==> config.mk <==
export PLATFORM = sky130hd
export DESIGN_NAME = line_encoder
export DESIGN_NICKNAME = d
export VERILOG_FILES = /design/src/rtl/line_encoder.sv
export SDC_FILE = /design/constraint.sdc
export NUM_CORES = 1
export LEC_CHECK = 0
export ABC_AREA = 1
export BUFFER_PORTS_ARGS = -buffer_cell sky130_fd_sc_hd__clkbuf_2
export CAP_MARGIN = 30
export CORE_AREA = 2 2 39 41
export CTS_BUF_LIST = sky130_fd_sc_hd__clkbuf_16
export DETAILED_ROUTE_END_ITERATION = 10
export DIE_AREA = 0 0 41 43
export MAX_ROUTING_LAYER = met4
export PLACE_DENSITY = 0.45
export SETUP_SLACK_MARGIN = 0.15
export SKIP_LAST_GASP = 1
export SYNTH_ARGS = -nofsm -noshare
export SYNTH_HDL_FRONTEND = slang
export SYNTH_SLANG_ARGS = --single-unit
==> constraint.sdc <==
create_clock -name clk -period 0.9 [get_ports clk]
set_clock_uncertainty 0.05 [all_clocks]
set_input_delay 0.225 -clock clk [delete_from_list [all_inputs] [get_ports clk]]
set_output_delay 0.225 -clock clk [all_outputs]
set_load 0.05 [all_outputs]
==> src/rtl/line_encoder.sv <==
module line_encoder (
  input  logic       clk,
  input  logic       rst,
  input  logic [1:0] mode,
  input  logic       bit_start,
  input  logic       din,
  output logic       line_out
);

  localparam logic [1:0] CODE_NRZ  = 2'b00;
  localparam logic [1:0] CODE_NRZI = 2'b01;
  localparam logic [1:0] CODE_RZ   = 2'b10;
  localparam logic [1:0] CODE_MAN  = 2'b11;

  logic [1:0] mode_q;
  logic       din_q;
  logic       ref_lvl;
  logic       ref_next;
  logic       line_q;
  logic       first_lvl;
  logic       second_lvl;

  assign ref_next  = (bit_start && mode == CODE_NRZI) ? (ref_lvl ^ din) : ref_lvl;
  assign first_lvl = (mode == CODE_NRZI) ? ref_next : din;

  always_comb begin
    case (mode_q)
      CODE_NRZ:  second_lvl = din_q;
      CODE_NRZI: second_lvl = ref_lvl;
      CODE_RZ:   second_lvl = 1'b0;
      CODE_MAN:  second_lvl = ~din_q;
      default:   second_lvl = 1'b0;
    endcase
  end

  always_ff @(posedge clk) begin
    if (rst) begin
      mode_q  <= CODE_NRZ;
      din_q   <= 1'b0;
      ref_lvl <= 1'b0;
      line_q  <= 1'b0;
    end else begin
      ref_lvl <= ref_next;
      if (bit_start) begin
        mode_q <= mode;
        din_q  <= din;
        line_q <= first_lvl;
      end else begin
        line_q <= second_lvl;
      end
    end
  end

  assign line_out = line_q;

endmodule

==> summary.md, run 1 <==
| Metric | Value |
|---|---|
| Final setup margin | -0.0533 ns |
| Fin area | 418 sq um |
| Hold Crit Class | in2reg |
| Average size of a mapped cell | 6.76 sq um |
| Hold Vio Cnt, Final | 0 |
| Fmax | 1050 MHz |
| Worst slack at placement | -0.101 ns |
| Worst-Margin Slew | 0.187 ns |
| Worst vdd ir | 1.82 mV |
| Lkg Pwr | 0.205 nW |
| Cell Rows | 14 |
| Nets | 57 |
| Vias in the first global route | 253 |
| IO Port Bufs | 6 |
| Placed cell areas | 327 sq um |
| Routability cong. | 0.747 |
| CP max stage delay | 0.32 ns |
| Largest net degree at the start of global routing | 6 |
| Worst-path cell chain | buf_8 |
| Clock Tree Root | clkbuf_16 |
| Dpl cells | 62 |
| Maxcap violations | 0 |
| Core Region | 1380 sq um |
| Initial antenna violation count | 0 |
| Post-synthesis net count | 41 |
| ANT cells | 0 |
| CP top delay family | flip-flops |
| Initial detailed-routing violation count | 1 |
| YS warnings | 0 |
| Vias | 261 |
| GRT Util Overall | 8.03% |
| Critical Path AT | 0.68 ns |
| PwrDens | 2500 nW/um^2 |
| Worst-skew pair later-pin latency | 0.22 ns |
| Worst hold slack | 0.180 ns |
| Clk sinks | 5 |
| CTS Buffer Depth | 2 |
| Final worst path period need | 0.953 ns |
| Worst EP required | 0.62 ns |
| Drt pass-1 iters | 2 |
| Mapped Area | 236 sq um |
| Setup bufs post-CTS | 0 |
| Number of vias per cell | 3.95 |
| DRT Wirelength | 501 microns |
| Fin. max-slew vios | 0 |
| Height of the die | 43 microns |
| Non-Filler Instances | 66 |
| Layout area overhead | 76.7% |
| Commonest cells after routing, fill and taps aside | 11 x nand2_1, 5 x clkbuf_2, 5 x buf_4, 4 x inv_1, 4 x a21oi_1 |
| Top Ports | 7 |
| DRC viols | 0 |
| Buf/Inv on CP | 1 |
| Clock transition at path regs | 0.03 ns |
| RSZ-0062 raised after global routing | true |
| Final period util | 106% |
| Most common cell after layout, fill and taps aside | nand2_1 |
| CP max stage cell | dfxtp_2 |
| Cells after Synth | 35 |
| Status | finished, violations left |
| H-tree level count | 1 |
| Setup CP Type | reg2out |
| Die ar. | 1760 sq um |
| Total Power | 1.04 mW |
| Post-synthesis cell type count | 11 |
| Ratio of cells with drive above 1 in the final layout | 42.0% |
| Post-layout util | 30.2% |
| Setup tns final | -0.0659 ns |
| DIE WIDTH | 41 microns |
| Antenna-violating nets left | 0 |
| Failing checks | setup timing |
| Final setup viols | 2 |
| CP Max Fanout | 1 |
| Worst setup EP type | output pin |
| Register area share after synthesis | 42.3% |
| Grt total ovfl | 0 |
| Number of synthesized register bits | 5 |
| CTS Buf Count | 3 |
| Initial core utilization | 17.1% |
| First-pass GRT wire length | 848 microns |
| TritonCTS clock tree | yes |
| Worst rel slew slack | 87.4% |
| DP HPWL | 400 microns |
| Critical Path Start Type | flop |
| DR WL/cell | 7.59 microns |
## area by class of cell
class                      count  area, sq um
clock inverter                 1         3.75
fill                         155          966
tap                           16         20.0
timing repair buffer          11         77.6
sequential                     5          103
inverter                       5         18.8
multi-input combinational     25          120
clock buffer                   3         75.1
## flip-flops by register name, indices dropped and copies added, names as in the netlist
name and flops:
din_q 1, line_out 1, mode_q 2, ref_lvl 1
## report_power, final
group / total, mW / internal, mW / switching (mW)
clock network: 0.701 / 0.574 / 0.128
registers: 0.245 / 0.237 / 0.00776
logic: 0.0979 / 0.0472 / 0.0506
## logic make-up (layout without fill, tap and decap cells)
kind of cell | count (synthesis) | after routing | share of synthesized area, %
compound gates | 6 | 6 | 15.3
flops | 5 | 5 | 42.3
simple gates | 19 | 19 | 34.4
buf+inv | 5 | 20 | 7.93
## metal layers
metal	wire [microns]	global-route usage [%]	vias to the layer above
met3	55	9.42	0
met2	223	10.9	6
li1	-	-	145
met1	222	7.10	110
met4	0	2.00	0
met5	0	-	-
## repair_timing
| item | 4_1_cts | 5_1_grt |
|---|---|---|
| cloned | 0 | 0 |
| hold buffers | 0 | 0 |
| pin swaps | 0 | 0 |
| resized for setup | 3 | 1 |
| setup endpoints to repair | 3 | 3 |
## synth_stat cells
master    number  area (sq um)
inv_1          4          15.0
nor2_1         2          7.51
nand3b_1       1          7.51
nand2_1       12          45.0
a21oi_1        4          20.0
nand2_2        1          6.26
a21oi_2        1          8.76
a211oi_1       1          7.51
dfxtp_1        5           100
inv_2          1          3.75
nand3_1        3          15.0
## path summary, 6_finish.rpt
path | from | to | slack [ns] | cells past startpoint
max | line_out$_SDFF_PP0_ | line_out | -0.05 | 1
min | rst | line_out$_SDFF_PP0_ | 0.18 | 2
max reg2reg | ref_lvl$_SDFF_PP0_ | line_out$_SDFF_PP0_ | -0.01 | 7
min reg2reg | mode_q[0]$_SDFFE_PP0P_ | mode_q[0]$_SDFFE_PP0P_ | 0.44 | 2
Note: power is estimated with default switching activity, not from simulation.
==> run 2, diff against run 1 <==
--- a/config.mk
+++ b/config.mk
@@ -5,7 +5,7 @@
 export SDC_FILE = /design/constraint.sdc
 export NUM_CORES = 1
 export LEC_CHECK = 0
-export ABC_AREA = 1
+export ABC_AREA = 0
 export BUFFER_PORTS_ARGS = -buffer_cell sky130_fd_sc_hd__clkbuf_2
 export CAP_MARGIN = 30
 export CORE_AREA = 2 2 39 41
@@ -13,7 +13,7 @@
 export DETAILED_ROUTE_END_ITERATION = 10
 export DIE_AREA = 0 0 41 43
 export MAX_ROUTING_LAYER = met4
-export PLACE_DENSITY = 0.45
+export PLACE_DENSITY = 0.44
 export SETUP_SLACK_MARGIN = 0.15
 export SKIP_LAST_GASP = 1
 export SYNTH_ARGS = -nofsm -noshare
==> summary.md, run 2 <==
| Metric | Value |
|---|---|
| PwrDens | 2470 nW/um^2 (-1.3%) |
| Number of flip-flops in the largest register | 2 (unchanged) |
| Drt pass-1 iters | 2 (unchanged) |
| Register area share after synthesis | 44.0% (+1.6 points) |
| Die ar. | 1760 sq um (unchanged) |
| CP top delay family | flip-flops |
| Initial detailed-routing violation count | 1 (unchanged) |
| Maxcap violations | 0 (unchanged) |
| Post-layout util | 31.4% (+1.2 points) |
| Worst Reg2Reg Path Length in Cells | 3 (-4) |
| GRT Util Overall | 9.49% (+1.5 points) |
| Stages on the worst setup path | 1 (unchanged) |
| CP max stage delay | 0.33 ns (about the same) |
| Nets | 45 (-21%) |
| Xor and xnor area share after synthesis | 7.69% (+7.7 points) |
| Routability cong. | 0.693 (-7.3%) |
| Final setup margin | -0.0820 ns (-0.0287 ns) |
| Grt total ovfl | 0 (unchanged) |
| Clock transition at path regs | 0.03 ns (about the same) |
| Worst vdd ir | 1.07 mV (-41%) |
| Worst-skew pair later-pin latency | 0.23 ns (about the same) |
| Largest family of logic cells by synthesized area | simple AND/OR/NAND/NOR gates |
| Number of vias per cell | 3.96 (+0.21%) |
| Number of synthesized register bits | 5 (unchanged) |
| Initial core utilization | 16.5% (-0.63 points) |
| Worst setup EP type | output pin |
| Hold Vio Cnt, Final | 0 (unchanged) |
| Worst slack at placement | -0.158 ns (-0.0572 ns) |
| Final worst path period need | 0.982 ns (+0.0287 ns) |
| Vias in the first global route | 251 (-0.79%) |
| Post-synthesis adder-cell area fraction | 0% (unchanged) |
| Count leader, synth | nor2_1 |
| Clock Tree Root | clkbuf_16 |
| Fraction of registers with async set/reset | 0% (unchanged) |
| Antenna-violating nets left | 0 (unchanged) |
| Multiplexer area fraction after synthesis | 13.2% (+13 points) |
| Clk sinks | 5 (unchanged) |
| Core Region | 1380 sq um (unchanged) |
| Synth top cells by count | 6 x nor2_1, 5 x dfxtp_1, 3 x mux2i_1 |
| TritonCTS clock tree | yes |
| Worst rel slew slack | 83.3% (-4.2 points) |
| Final period util | 109% (+3.2 points) |
| Synth top area share | 44.0% (+1.6 points) |
| Critical Path Start Type | flop |
| DRT Wirelength | 554 microns (+11%) |
| Simple-Gate Fraction of Synth Area | 18.7% (-16 points) |
| Fmax | 1020 MHz (-2.9%) |
| DRC viols | 0 (unchanged) |
| CTS Buffer Depth | 2 (unchanged) |
| Hold_buf cts | 0 (unchanged) |
| CP Max Fanout | 1 (unchanged) |
| Final setup viols | 2 (unchanged) |
| ANT cells | 0 (unchanged) |
| Top Ports | 7 (unchanged) |
| Synth Area in Compound Gates | 11.5% (-3.8 points) |
| First-pass GRT wire length | 959 microns (+13%) |
| CTS Buf Count | 3 (unchanged) |
| H-tree level count | 1 (unchanged) |
| Average size of a mapped cell | 9.90 sq um (+47%) |
| Dpl cells | 49 (-21%) |
| Height of the die | 43 microns (unchanged) |
| RSZ-0062 raised after global routing | true |
| Lkg Pwr | 0.196 nW (-4.6%) |
| YS warnings | 0 (unchanged) |
| IO Port Bufs | 6 (unchanged) |
| Vias | 214 (-18%) |
| Setup CP Type | reg2out |
| Failing checks | setup timing |
| Worst-path cell chain | buf_8 |
| Setup crit start | line_out$_SDFF_PP0_ |
| Cell Rows | 14 (unchanged) |
| Initial antenna violation count | 0 (unchanged) |
| Mapped Area | 228 sq um (-3.7%) |
| DR WL/cell | 10.3 microns (+35%) |
| Post-synth EDFFs | 0 (unchanged) |
| Buf/Inv on CP | 1 (unchanged) |
| Cells after Synth | 23 (-34%) |
| Hold Crit Class | in2reg |
| Non-Filler Instances | 54 (-18%) |
| Hold_sp | din |
| Ratio of cells with drive above 1 in the final layout | 57.9% (+16 points) |
| Fin. max-slew vios | 0 (unchanged) |
| Post-synthesis cell type count | 12 (+1) |
| Layout area overhead | 90.7% |
| Top reg by flops | mode_q |
| Primary FF master, synth | dfxtp_1 |
| Total Power | 1.07 mW (+2.5%) |
| Reg-to-reg startpoint | ref_lvl$_SDFF_PP0_ |
| Worst-Margin Slew | 0.251 ns (+0.0641 ns) |
| Synth top area cells | dfxtp_1 44%, mux2i_1 13%, nor2_1 9.9% |
| Yosys top cell by area | dfxtp_1 |
| Worst EP required | 0.62 ns (about the same) |
| FILL cells | 139 (-10%) |
| Commonest cells after routing, fill and taps aside | 5 x nor2_1, 5 x clkbuf_2, 4 x buf_4 |
| Critical Path AT | 0.71 ns (+0.03 ns) |
| End of the critical path | line_out |
| Post-synthesis net count | 29 (-29%) |
| DIE WIDTH | 41 microns (unchanged) |
| CP max stage cell | dfxtp_1 |
| Worst R2R End | line_out$_SDFF_PP0_ |
| Largest net degree at the start of global routing | 7 (+1) |
| Reg2Reg Setup Slack | -0.08 ns (-0.07 ns) |
| Status | finished, violations left |
[run 2: cell count changes after synthesis, sizes merged, moves of 3 or more]
cell | before | now
a21oi | 5 | 0
inv | 5 | 1
mux2i | 0 | 3
nand2 | 13 | 1
nand3 | 3 | 0
nor2 | 2 | 6
[run 2: power breakdown]
part           internal [mW]  switching [mW]
sequential             0.237          0.0124
combinational         0.0570          0.0492
clock                  0.575           0.140
[run 2: cells by family after synthesis]
group,after synthesis
mux,3
compound gates,2
buf+inv,2
flops,5
xor+xnor,2
simple gates,9
[run 2: worst min-delay path by stage]
| stage | slack (ns) | depth (start not counted) | endpoint |
|---|---|---|---|
| 2_1_floorplan | 0.24 | 1 | ref_lvl$_SDFF_PP0_ |
| 3_3_place_gp | 0.49 | 3 | din_q$_SDFFE_PP0P_ |
| 3_5_place_dp | 0.49 | 3 | din_q$_SDFFE_PP0P_ |
| 4_1_cts | 0.25 | 3 | din_q$_SDFFE_PP0P_ |
| 5_1_grt | 0.28 | 3 | din_q$_SDFFE_PP0P_ |
| 6_report | 0.25 | 3 | din_q$_SDFFE_PP0P_ |
[run 2: routing by layer]
layer / global-route usage, % / wire length (microns)
met1: 7.79 / 183
met2: 12.5 / 289
met3: 6.81 / 53
met4: 10.0 / 27
met5: - / 0
[run 2: final cells by class]
class / instances / area [sq um] / share of cell area [%]
well taps: 16 / 20.0 / 4.61
clock buffers: 3 / 75.1 / 17.3
inverters: 1 / 3.75 / 0.865
repair buffers: 12 / 92.6 / 21.3
multi-input cells: 16 / 131 / 30.3
flip-flops and latches: 5 / 108 / 24.8
clock inverters: 1 / 3.75 / 0.865
[run 2: repair_timing]
| action | in CTS | in global routing |
|---|---|---|
| setup endpoints to repair | 4 | 4 |
| resized for setup | 7 | 4 |
| pin swaps | 1 | 3 |
| setup buffers | 0 | 1 |
[run 2: worst min-delay path, cell delays in order]
cell	delay, ns
clkbuf_2	0.11
mux2i_1	0.08
nor2_1	0.07
[run 2: metrics by stage]
step	TNS [ns]	hold WS (ns)	cell area, sq um
floorplan	-0.0374	0.240	236
global placement	-0.183	0.491	309
detailed placement	-0.186	0.486	309
CTS	-0.182	0.253	407
global route	-0.248	0.279	434
finish	-0.160	0.249	434
==> run 3, diff against run 2 <==
--- a/config.mk
+++ b/config.mk
@@ -5,7 +5,7 @@
 export SDC_FILE = /design/constraint.sdc
 export NUM_CORES = 1
 export LEC_CHECK = 0
-export ABC_AREA = 0
+export ABC_AREA = 1
 export BUFFER_PORTS_ARGS = -buffer_cell sky130_fd_sc_hd__clkbuf_2
 export CAP_MARGIN = 30
 export CORE_AREA = 2 2 39 41
@@ -13,7 +13,7 @@
 export DETAILED_ROUTE_END_ITERATION = 10
 export DIE_AREA = 0 0 41 43
 export MAX_ROUTING_LAYER = met4
-export PLACE_DENSITY = 0.44
+export PLACE_DENSITY = 0.45
 export SETUP_SLACK_MARGIN = 0.15
 export SKIP_LAST_GASP = 1
 export SYNTH_ARGS = -nofsm -noshare
==> constraint.sdc (replaced) <==
create_clock -name clk -period 0.85 [get_ports clk]
set_clock_uncertainty 0.05 [all_clocks]
set_input_delay 0.2125 -clock clk [delete_from_list [all_inputs] [get_ports clk]]
set_output_delay 0.2125 -clock clk [all_outputs]
set_load 0.05 [all_outputs]
==> summary.md, run 3 (synthesis results as in run 1) <==
| Metric | Value |
|---|---|
| Commonest cells after routing, fill and taps aside | 8 x nand2_1, 8 x buf_4, 5 x nand2_2, 5 x clkbuf_2 |
| IO Port Bufs | 6 (unchanged) |
| Buf/Inv on CP | 1 (unchanged) |
| CTS Buffer Depth | 2 (unchanged) |
| Worst-Margin Slew | 0.174 ns (-0.0769 ns) |
| CTS Buf Count | 3 (unchanged) |
| DIE WIDTH | 41 microns (unchanged) |
| Critical Path Start Type | flop |
| CP max stage delay | 0.33 ns (about the same) |
| Hold Vio Cnt, Final | 0 (unchanged) |
| Vias | 288 (+35%) |
| Post-layout util | 36.1% (+4.7 points) |
| Final period util | 116% |
| Reg-to-reg startpoint | ref_lvl$_SDFF_PP0_ |
| Hold_buf cts | 0 (unchanged) |
| Hold Crit Class | in2reg |
| CP Max Fanout | 1 (unchanged) |
| Worst-path cell chain | clkbuf_16 |
| H-tree level count | 1 (unchanged) |
| Maxcap violations | 0 (unchanged) |
| CP max stage cell | dfxtp_4 |
| Worst vdd ir | 1.25 mV (+17%) |
| Reg area | 109 sq um (+1.2%) |
| Status | finished, violations left |
| Multi-input gate area | 151 sq um (+15%) |
| Setup CP Type | reg2out |
| Worst rel slew slack | 88.4% (+5.1 points) |
| DRT Wirelength | 652 microns (+18%) |
| Worst-skew pair later-pin latency | 0.23 ns (about the same) |
| Fin area | 499 sq um (+15%) |
| Largest net degree at the start of global routing | 6 (-1) |
| DP HPWL | 447 microns |
| CP top delay family | flip-flops |
| Setup crit start | line_out$_SDFF_PP0_ |
| Fin. max-slew vios | 0 (unchanged) |
| Final setup viols | 3 (+1) |
| Fmax | 1020 MHz |
| Ratio of cells with drive above 1 in the final layout | 68.5% (+11 points) |
| Vias in the first global route | 280 (+12%) |
| Hold_sp | rst |
| Cell Rows | 14 (unchanged) |
| Initial core utilization | 17.1% (+0.63 points) |
| Grt total ovfl | 0 (unchanged) |
| DR WL/cell | 9.31 microns (-9.2%) |
| Setup tns final | -0.215 ns (-0.0553 ns) |
| Die ar. | 1760 sq um (unchanged) |
| Height of the die | 43 microns (unchanged) |
| First-pass GRT wire length | 1080 microns (+13%) |
| Routability cong. | 0.704 (+1.7%) |
| Nets | 61 (+36%) |
| Lkg Pwr | 0.234 nW (+19%) |
| Worst setup EP type | output pin |
| Initial antenna violation count | 0 (unchanged) |
| Worst EP required | 0.59 ns (-0.03 ns) |
| Antenna-violating nets left | 0 (unchanged) |
| Number of vias per cell | 4.11 (+3.8%) |
| Top reg by flops | mode_q |
| Core Region | 1380 sq um (unchanged) |
| Layout area overhead | 111% |
| PwrDens | 2300 nW/um^2 (-6.7%) |
| DRC viols | 0 (unchanged) |
| RSZ-0062 raised after global routing | true |
| ANT cells | 0 (unchanged) |
| Final worst path period need | 0.984 ns |
| Critical Path AT | 0.72 ns (about the same) |
| Failing checks | setup timing |
| FILL cells | 150 (+7.9%) |
| Top Ports | 7 (unchanged) |
| Final setup margin | -0.134 ns (-0.0525 ns) |
| Clock Tree Root | clkbuf_16 |
| TritonCTS clock tree | yes |
| Drt pass-1 iters | 3 (+1) |
| Placed cell areas | 344 sq um (+11%) |
| Number of flip-flops in the largest register | 2 (unchanged) |
| GRT Util Overall | 10.1% (+0.58 points) |
| Clk sinks | 5 (unchanged) |
| Initial detailed-routing violation count | 5 (+4) |
| Clock transition at path regs | 0.03 ns (about the same) |
run 3: cell count changes in the layout (fill, tap and decap cells not counted), moves of 2 or more:
| cell | before | now |
|---|---|---|
| inv_1 | 2 | 4 |
| nand3_1 | 0 | 2 |
| nand2_1 | 1 | 8 |
| nor2_1 | 5 | 1 |
| buf_4 | 4 | 8 |
| a21oi_2 | 0 | 4 |
| nand2_2 | 0 | 5 |
| mux2i_1 | 3 | 0 |
| inv_2 | 0 | 2 |
run 3: what timing repair did:
item                       CTS  global route
pin swaps                    3             4
setup endpoints to repair    5             6
resized for setup           10             7
setup buffers                0             2
run 3: through the flow:
step | total power [mW] | setup WS [ns] | hold WS (ns) | cells
after CTS | 1.15 | -0.133 | 0.196 | 68
after detailed placement | 0.362 | -0.127 | 0.406 | 64
final | 1.15 | -0.134 | 0.200 | 70
after global routing | 1.20 | -0.152 | 0.214 | 70
after floorplan | 0.310 | 0.0246 | 0.216 | 35
after global placement | 0.362 | -0.123 | 0.401 | 64
run 3: per-layer routing:
metal	up-vias	share of wire [%]	track usage (%)
li1	149	-	-
met1	130	37	8.97
met2	7	53	14.4
met3	2	8.6	9.42
met4	0	0.61	4.00
met5	-	0	-
run 3: area by class of cell:
type / count / share of cell area [%]
clock buffers: 3 / 15.0
clock inverters: 1 / 0.752
inverters: 5 / 3.76
multi-input cells: 25 / 30.3
flip-flops and latches: 5 / 21.8
well taps: 16 / 4.01
repair buffers: 15 / 24.3
run 3: report_power, final:
group          leakage, nW  switching, mW  internal, mW
clock               0.0423          0.143         0.608
combinational        0.148         0.0666        0.0685
sequential          0.0433         0.0108         0.252
total                0.234          0.220         0.928
run 3: path summary, 6_finish.rpt:
check                           cells after the start                      to  slack (ns)
worst min register to register                      2  mode_q[1]$_SDFFE_PP0P_        0.46
worst max register to register                      7     line_out$_SDFF_PP0_       -0.05
worst min-delay path                                2     line_out$_SDFF_PP0_        0.20
worst max-delay path                                1                line_out       -0.13
